<file path="config.mk">
export PLATFORM = sky130hd
export DESIGN_NAME = chip_sel_remap
export DESIGN_NICKNAME = d
export VERILOG_FILES = /design/src/rtl/csd_pkg.sv /design/src/rtl/csd_window_match.sv /design/src/rtl/csd_onehot_dec.sv /design/src/rtl/csd_out_stage.sv /design/src/rtl/chip_sel_remap.sv
export SDC_FILE = /design/constraint.sdc
export NUM_CORES = 1
export LEC_CHECK = 0
export BUFFER_PORTS_ARGS = -buffer_cell sky130_fd_sc_hd__buf_2
export CAP_MARGIN = 5
export CORE_MARGIN = 4
export CORE_UTILIZATION = 48
export DETAILED_ROUTE_END_ITERATION = 8
export GPL_TIMING_DRIVEN = 0
export PLACE_DENSITY_LB_ADDON = 0.15
export SETUP_SLACK_MARGIN = 0.15
export SLEW_MARGIN = 20
export SYNTH_ARGS = -nofsm -noshare
export SYNTH_HDL_FRONTEND = slang
export SYNTH_HIERARCHICAL = 1
export SYNTH_SLANG_ARGS = --single-unit
</file>
<file path="constraint.sdc">
create_clock -name clk -period 3.9 [get_ports clk]
set_input_delay 0.195 -clock clk [delete_from_list [all_inputs] [get_ports clk]]
set_output_delay 0.195 -clock clk [all_outputs]
set_load 0.02 [all_outputs]
</file>
<file path="src/rtl/csd_pkg.sv">
`timescale 1ns/1ps
package csd_pkg;

    // Which device owns the current address
    typedef enum logic [1:0] {
        OWN_NONE  = 2'd0,
        OWN_SPARE = 2'd1,
        OWN_MAIN  = 2'd2,
        OWN_BANK  = 2'd3
    } owner_e;

    // Spare window first, then main range, then banks
    function automatic owner_e pick_owner(input logic is_mem,
                                          input logic spare_win,
                                          input logic main_win,
                                          input logic bank_win);
        if (!is_mem)        return OWN_NONE;
        else if (spare_win) return OWN_SPARE;
        else if (main_win)  return OWN_MAIN;
        else if (bank_win)  return OWN_BANK;
        else                return OWN_NONE;
    endfunction

endpackage

</file>
<file path="src/rtl/csd_window_match.sv">
`timescale 1ns/1ps
module csd_window_match #(
    parameter int FIELD_W = 4,
    parameter int CMP_W   = 4,
    parameter logic [FIELD_W-1:0] BASE_FIELD = '0
) (
    input  logic [FIELD_W-1:0] field,
    output logic               hit
);
    generate
        if (CMP_W == 0) begin : g_open
            assign hit = 1'b1;
        end else begin : g_cmp
            assign hit = (field[CMP_W-1:0] == BASE_FIELD[CMP_W-1:0]);
        end
    endgenerate
endmodule

</file>
<file path="src/rtl/csd_onehot_dec.sv">
`timescale 1ns/1ps
module csd_onehot_dec #(
    parameter int SEL_W = 2,
    localparam int N    = 1 << SEL_W
) (
    input  logic             en,
    input  logic [SEL_W-1:0] sel,
    output logic [N-1:0]     sel_n
);
    generate
        for (genvar k = 0; k < N; k++) begin : g_line
            assign sel_n[k] = ~(en && (sel == SEL_W'(k)));
        end
    endgenerate
endmodule

</file>
<file path="src/rtl/csd_out_stage.sv">
`timescale 1ns/1ps
module csd_out_stage #(
    parameter int W = 8,
    parameter bit REG = 1'b1,
    parameter logic [W-1:0] RST_VAL = '0
) (
    input  logic         clk,
    input  logic         rst,
    input  logic [W-1:0] d,
    output logic [W-1:0] q
);
    generate
        if (REG) begin : g_reg
            logic armed;
            always_ff @(posedge clk) begin
                if (rst) begin
                    q     <= RST_VAL;
                    armed <= 1'b0;
                end else begin
                    q     <= d;
                    armed <= 1'b1;
                end
            end

            assert_stage_delay_R10: assert property (@(posedge clk) disable iff (rst)
                armed |-> (q == $past(d)))
                else $error("output stage lost a cycle");
        end else begin : g_wire
            assign q = d;
        end
    endgenerate
endmodule

</file>
<file path="src/rtl/chip_sel_remap.sv">
`timescale 1ns/1ps
module chip_sel_remap
    import csd_pkg::*;
#(
    parameter int ADDR_W      = 20,
    parameter int MAIN_AW     = 16,
    parameter logic [ADDR_W-1:0] MAIN_BASE  = 20'h70000,
    parameter int SPARE_AW    = 9,
    parameter logic [ADDR_W-1:0] SPARE_BASE = 20'h73200,
    parameter int BANK_AW     = 13,
    parameter int BANK_SEL_W  = 2,
    parameter logic [ADDR_W-1:0] BANK_BASE  = 20'h30000,
    parameter int BANK_CMP_W  = ADDR_W - BANK_AW - BANK_SEL_W,
    parameter bit REG_OUT     = 1'b1,
    localparam int BANK_N     = 1 << BANK_SEL_W
) (
    input  logic                clk,
    input  logic                rst,
    input  logic [ADDR_W-1:0]   addr,
    input  logic                mem_sel,
    output logic                main_cs_n,
    output logic                spare_cs_n,
    output logic [BANK_N-1:0]   bank_cs_n,
    output logic [MAIN_AW-1:0]  main_addr,
    output logic [SPARE_AW-1:0] spare_addr,
    output logic [BANK_AW-1:0]  bank_addr,
    output logic                unmapped,
    output logic                partial_decode
);
    localparam int MAIN_FW  = ADDR_W - MAIN_AW;
    localparam int SPARE_FW = ADDR_W - SPARE_AW;
    localparam int BANK_LO  = BANK_AW + BANK_SEL_W;
    localparam int BANK_FW  = ADDR_W - BANK_LO;
    localparam bit PARTIAL  = (BANK_CMP_W < BANK_FW);
    localparam int OUT_W    = 3 + BANK_N + MAIN_AW + SPARE_AW + BANK_AW;
    localparam logic [OUT_W-1:0] OUT_RST =
        {1'b1, 1'b1, {BANK_N{1'b1}}, 1'b0, {(MAIN_AW + SPARE_AW + BANK_AW){1'b0}}};

    logic main_win, spare_win, bank_win;
    owner_e owner;
    logic main_n_c, spare_n_c, unmapped_c;
    logic [BANK_N-1:0] bank_n_c;
    logic [OUT_W-1:0] pack_d, pack_q;

    csd_window_match #(
        .FIELD_W(MAIN_FW), .CMP_W(MAIN_FW),
        .BASE_FIELD(MAIN_BASE[ADDR_W-1:MAIN_AW])
    ) u_main_win (
        .field(addr[ADDR_W-1:MAIN_AW]), .hit(main_win)
    );

    csd_window_match #(
        .FIELD_W(SPARE_FW), .CMP_W(SPARE_FW),
        .BASE_FIELD(SPARE_BASE[ADDR_W-1:SPARE_AW])
    ) u_spare_win (
        .field(addr[ADDR_W-1:SPARE_AW]), .hit(spare_win)
    );

    csd_window_match #(
        .FIELD_W(BANK_FW), .CMP_W(BANK_CMP_W),
        .BASE_FIELD(BANK_BASE[ADDR_W-1:BANK_LO])
    ) u_bank_win (
        .field(addr[ADDR_W-1:BANK_LO]), .hit(bank_win)
    );

    always_comb begin
        owner      = pick_owner(mem_sel, spare_win, main_win, bank_win);
        main_n_c   = (owner != OWN_MAIN);
        spare_n_c  = (owner != OWN_SPARE);
        unmapped_c = mem_sel && (owner == OWN_NONE);
    end

    csd_onehot_dec #(.SEL_W(BANK_SEL_W)) u_bank_dec (
        .en(owner == OWN_BANK),
        .sel(addr[BANK_LO-1:BANK_AW]),
        .sel_n(bank_n_c)
    );

    assign pack_d = {main_n_c, spare_n_c, bank_n_c, unmapped_c,
                     addr[MAIN_AW-1:0], addr[SPARE_AW-1:0], addr[BANK_AW-1:0]};

    csd_out_stage #(.W(OUT_W), .REG(REG_OUT), .RST_VAL(OUT_RST)) u_out (
        .clk(clk), .rst(rst), .d(pack_d), .q(pack_q)
    );

    assign {main_cs_n, spare_cs_n, bank_cs_n, unmapped,
            main_addr, spare_addr, bank_addr} = pack_q;
    assign partial_decode = PARTIAL;

    assert_io_quiet_R5: assert property (@(posedge clk) disable iff (rst)
        !mem_sel |-> (main_n_c && spare_n_c && (&bank_n_c) && !unmapped_c))
        else $error("select active in I/O cycle");

    assert_single_owner_R3: assert property (@(posedge clk) disable iff (rst)
        $countones({~main_n_c, ~spare_n_c, ~bank_n_c}) <= 1)
        else $error("more than one device selected");

    assert_spare_blocks_main_R3: assert property (@(posedge clk) disable iff (rst)
        !spare_n_c |-> main_n_c)
        else $error("main selected inside spare window");

    assert_unmapped_idle_R6: assert property (@(posedge clk) disable iff (rst)
        unmapped_c |-> (mem_sel && main_n_c && spare_n_c && (&bank_n_c)))
        else $error("unmapped flagged while a device is selected");

    assert_bank_onehot_R4: assert property (@(posedge clk) disable iff (rst)
        $onehot0(~bank_n_c))
        else $error("bank decode not one-hot");

    assert_alias_yields_R9: assert property (@(posedge clk) disable iff (rst)
        (mem_sel && main_win) |-> (&bank_n_c))
        else $error("bank alias overrode main range");
endmodule

</file>
==> flow_summary.ini <==
[synthesis]
synthTopCellsByArea = dfxtp_1 (67%), nor2b_1 (16%), or2_1 (2.3%)
syn_area_per_cell_um2 = 12.2
synth.distinct_cells = 21
synth_top_area_cell = dfxtp_1
ys_seq_area_frac = 0.667
ys_seq_elements = 45
netlist_area_um2 = 1350
yosys.area.top_type_share = 0.667
yosysWarnings = 6
syn-num-nets = 134
synthCells = 111

[critical_path]
setup.worst_path.start = addr[14]
setup.worst_path.start_class = input pin
cpPeakStageDelay_ps = 520
cp.arrival_ps = 1860
end_kind = flop
crit_type = in -> reg
path_max_fanout = 6
path_cells = buf_2 -> or4b_1 -> nor4_2 -> and4bb_2 -> or3b_1 -> or2_1
required_ps = 4200
crit_slowest_cell = or4b_1

[placed_design]
dp_hpwl_um = 2080
portBuffers = 67
gp_congestion = 0.700

[final_layout]
fill_cells = 207
largest_reg_flops = 45
final_nets = 208
n_antenna_cell = 0
area_delta_synth_final_pct = 31.9
top_regs = u_out/q: 45 flops
top_register = u_out/q
regArea_um2 = 901
multi_input_area_um2 = 417
drive_gt1_frac = 0.449

[clock_network]
cts_sinks = 45
htree_levels = 2
root_buffer = clkbuf_4
path_clk_slew_ps = 120
cts_setup_buffers = 0
ctsResizeCount = 0
cts-hold-fix-buffers = 0
cts_max_path_buffers = 2
cts_tree = done
cts_buffers = 5

[drt]
drc = 0
routed_via_density = 4.60
dr.first_iter.drc_count = 10
dr.pass1.iters = 4
ant_nets = 0
wl_per_cell_um = 12.2
vias = 990
routed_wl_um = 2630

[outcome]
status = completed

[timing]
max_freq_mhz = 642
period_needed_ps = 1560
setup_tns_ps = 0
fin_crit_sh = 0.399
rsz0062_at_grt = false
final_hold_viol_count = 0
maxSlewViolCount = 0
setup_violations = 0

[grt]
grt_max_degree = 14
gr-total-overflow = 0
grt_pass1_vias = 899
grt_pass1_wl_um = 4040
antenna_found_initial = 0
grt_usage = 0.156

[worst_hold_path]
hp-start = addr[2]
hold_depth = 2
hold_path.class = in -> reg

[floorplanning]
initial_utilization = 0.522
dieArea_um2 = 3730
fp.dieW_um = 61.1
core_area_um2 = 2590
ioPinCount = 69
fp-row-count = 18
die_y_um = 61.1

[pwr]
power_w = 0.000800
cellPowerDensity_nw_per_um2 = 449
ir_worst_vdd_v = 0.000420
leakage_nw = 0.850

[job]
max_cap_viol_count = 0
per-layer routing:
metal	track usage	up-vias	wire, um
met4	0.0805	0	59
met5	0	-	0
met1	0.174	444	1020
met2	0.237	43	1240
met3	0.0901	8	315
li1	-	495	-
path summary, 6_finish.rpt:
path / end
min: u_out/q[2]$_SDFF_PP0_
max: u_out/q[39]$_SDFF_PP1_
layout by cell type, fill, tap and decap left out:
cell type	count
nor2_1	1
or2_1	5
and4b_1	2
or3b_1	1
conb_1	1
and4bb_2	1
nor4_2	1
buf_6	1
clkbuf_4	5
nor2b_1	35
buf_4	1
nand2b_1	1
clkinvlp_4	1
dfxtp_1	45
nand2_1	1
nand4_1	1
or2_2	1
or4b_1	1
nand3_1	1
nand3b_1	3
and2b_1	4
clkbuf_8	1
buf_2	70
nor4b_2	1
metrics by stage:
stage	hold WS (ps)	worst slack, ps	util	area [um2]	cells
after global placement	417	2040	0.666	1720	208
after floorplan	267	2240	-	1350	111
after global routing	43.0	2290	0.688	1780	215
after detailed placement	426	2010	0.666	1720	208
final	70.4	2340	0.688	1780	215
after CTS	54.8	2380	0.688	1780	215
cell usage after synthesis:
library cell / number
buf_4: 1
or2_2: 1
or2_1: 5
buf_6: 1
nor2b_1: 35
and4bb_2: 1
nand3b_1: 3
and4b_1: 2
nor4_2: 1
nand4_1: 1
nand2b_1: 1
and2b_1: 4
nand3_1: 1
or4b_1: 1
nor2_1: 1
or3b_1: 1
dfxtp_1: 45
nor4b_2: 1
buf_2: 3
conb_1: 1
nand2_1: 1
kinds of logic (layout without fill, tap and decap cells):
group | count (synthesis) | after routing | share of synthesized area
buf+inv | 5 | 79 | 0.0250
flops | 45 | 45 | 0.667
simple gates | 60 | 60 | 0.306
other cells | 1 | 1 | 0.00278
critical path, delay by kind of cell:
family	cells	cell delay [ps]
and+or+nand+nor	5	1530
buffers and inverters	1	140
cell type report:
cell class,count,share of cell area
Multi-Input combinational cell,61,0.234
Timing Repair Buffer,67,0.188
Clock inverter,1,0.00421
Sequential cell,45,0.505
Buffer,5,0.0189
Clock buffer,6,0.0288
Tap cell,30,0.0211
power by group:
part | total [W] | internal (W) | switching [W] | leakage [nW]
clock network | 0.000220 | 0.0000845 | 0.000135 | 0.0303
registers | 0.000486 | 0.000481 | 0.00000456 | 0.374
logic | 0.0000943 | 0.0000378 | 0.0000565 | 0.446
total | 0.000800 | 0.000603 | 0.000196 | 0.850
Power figures use the tool's default switching activity.
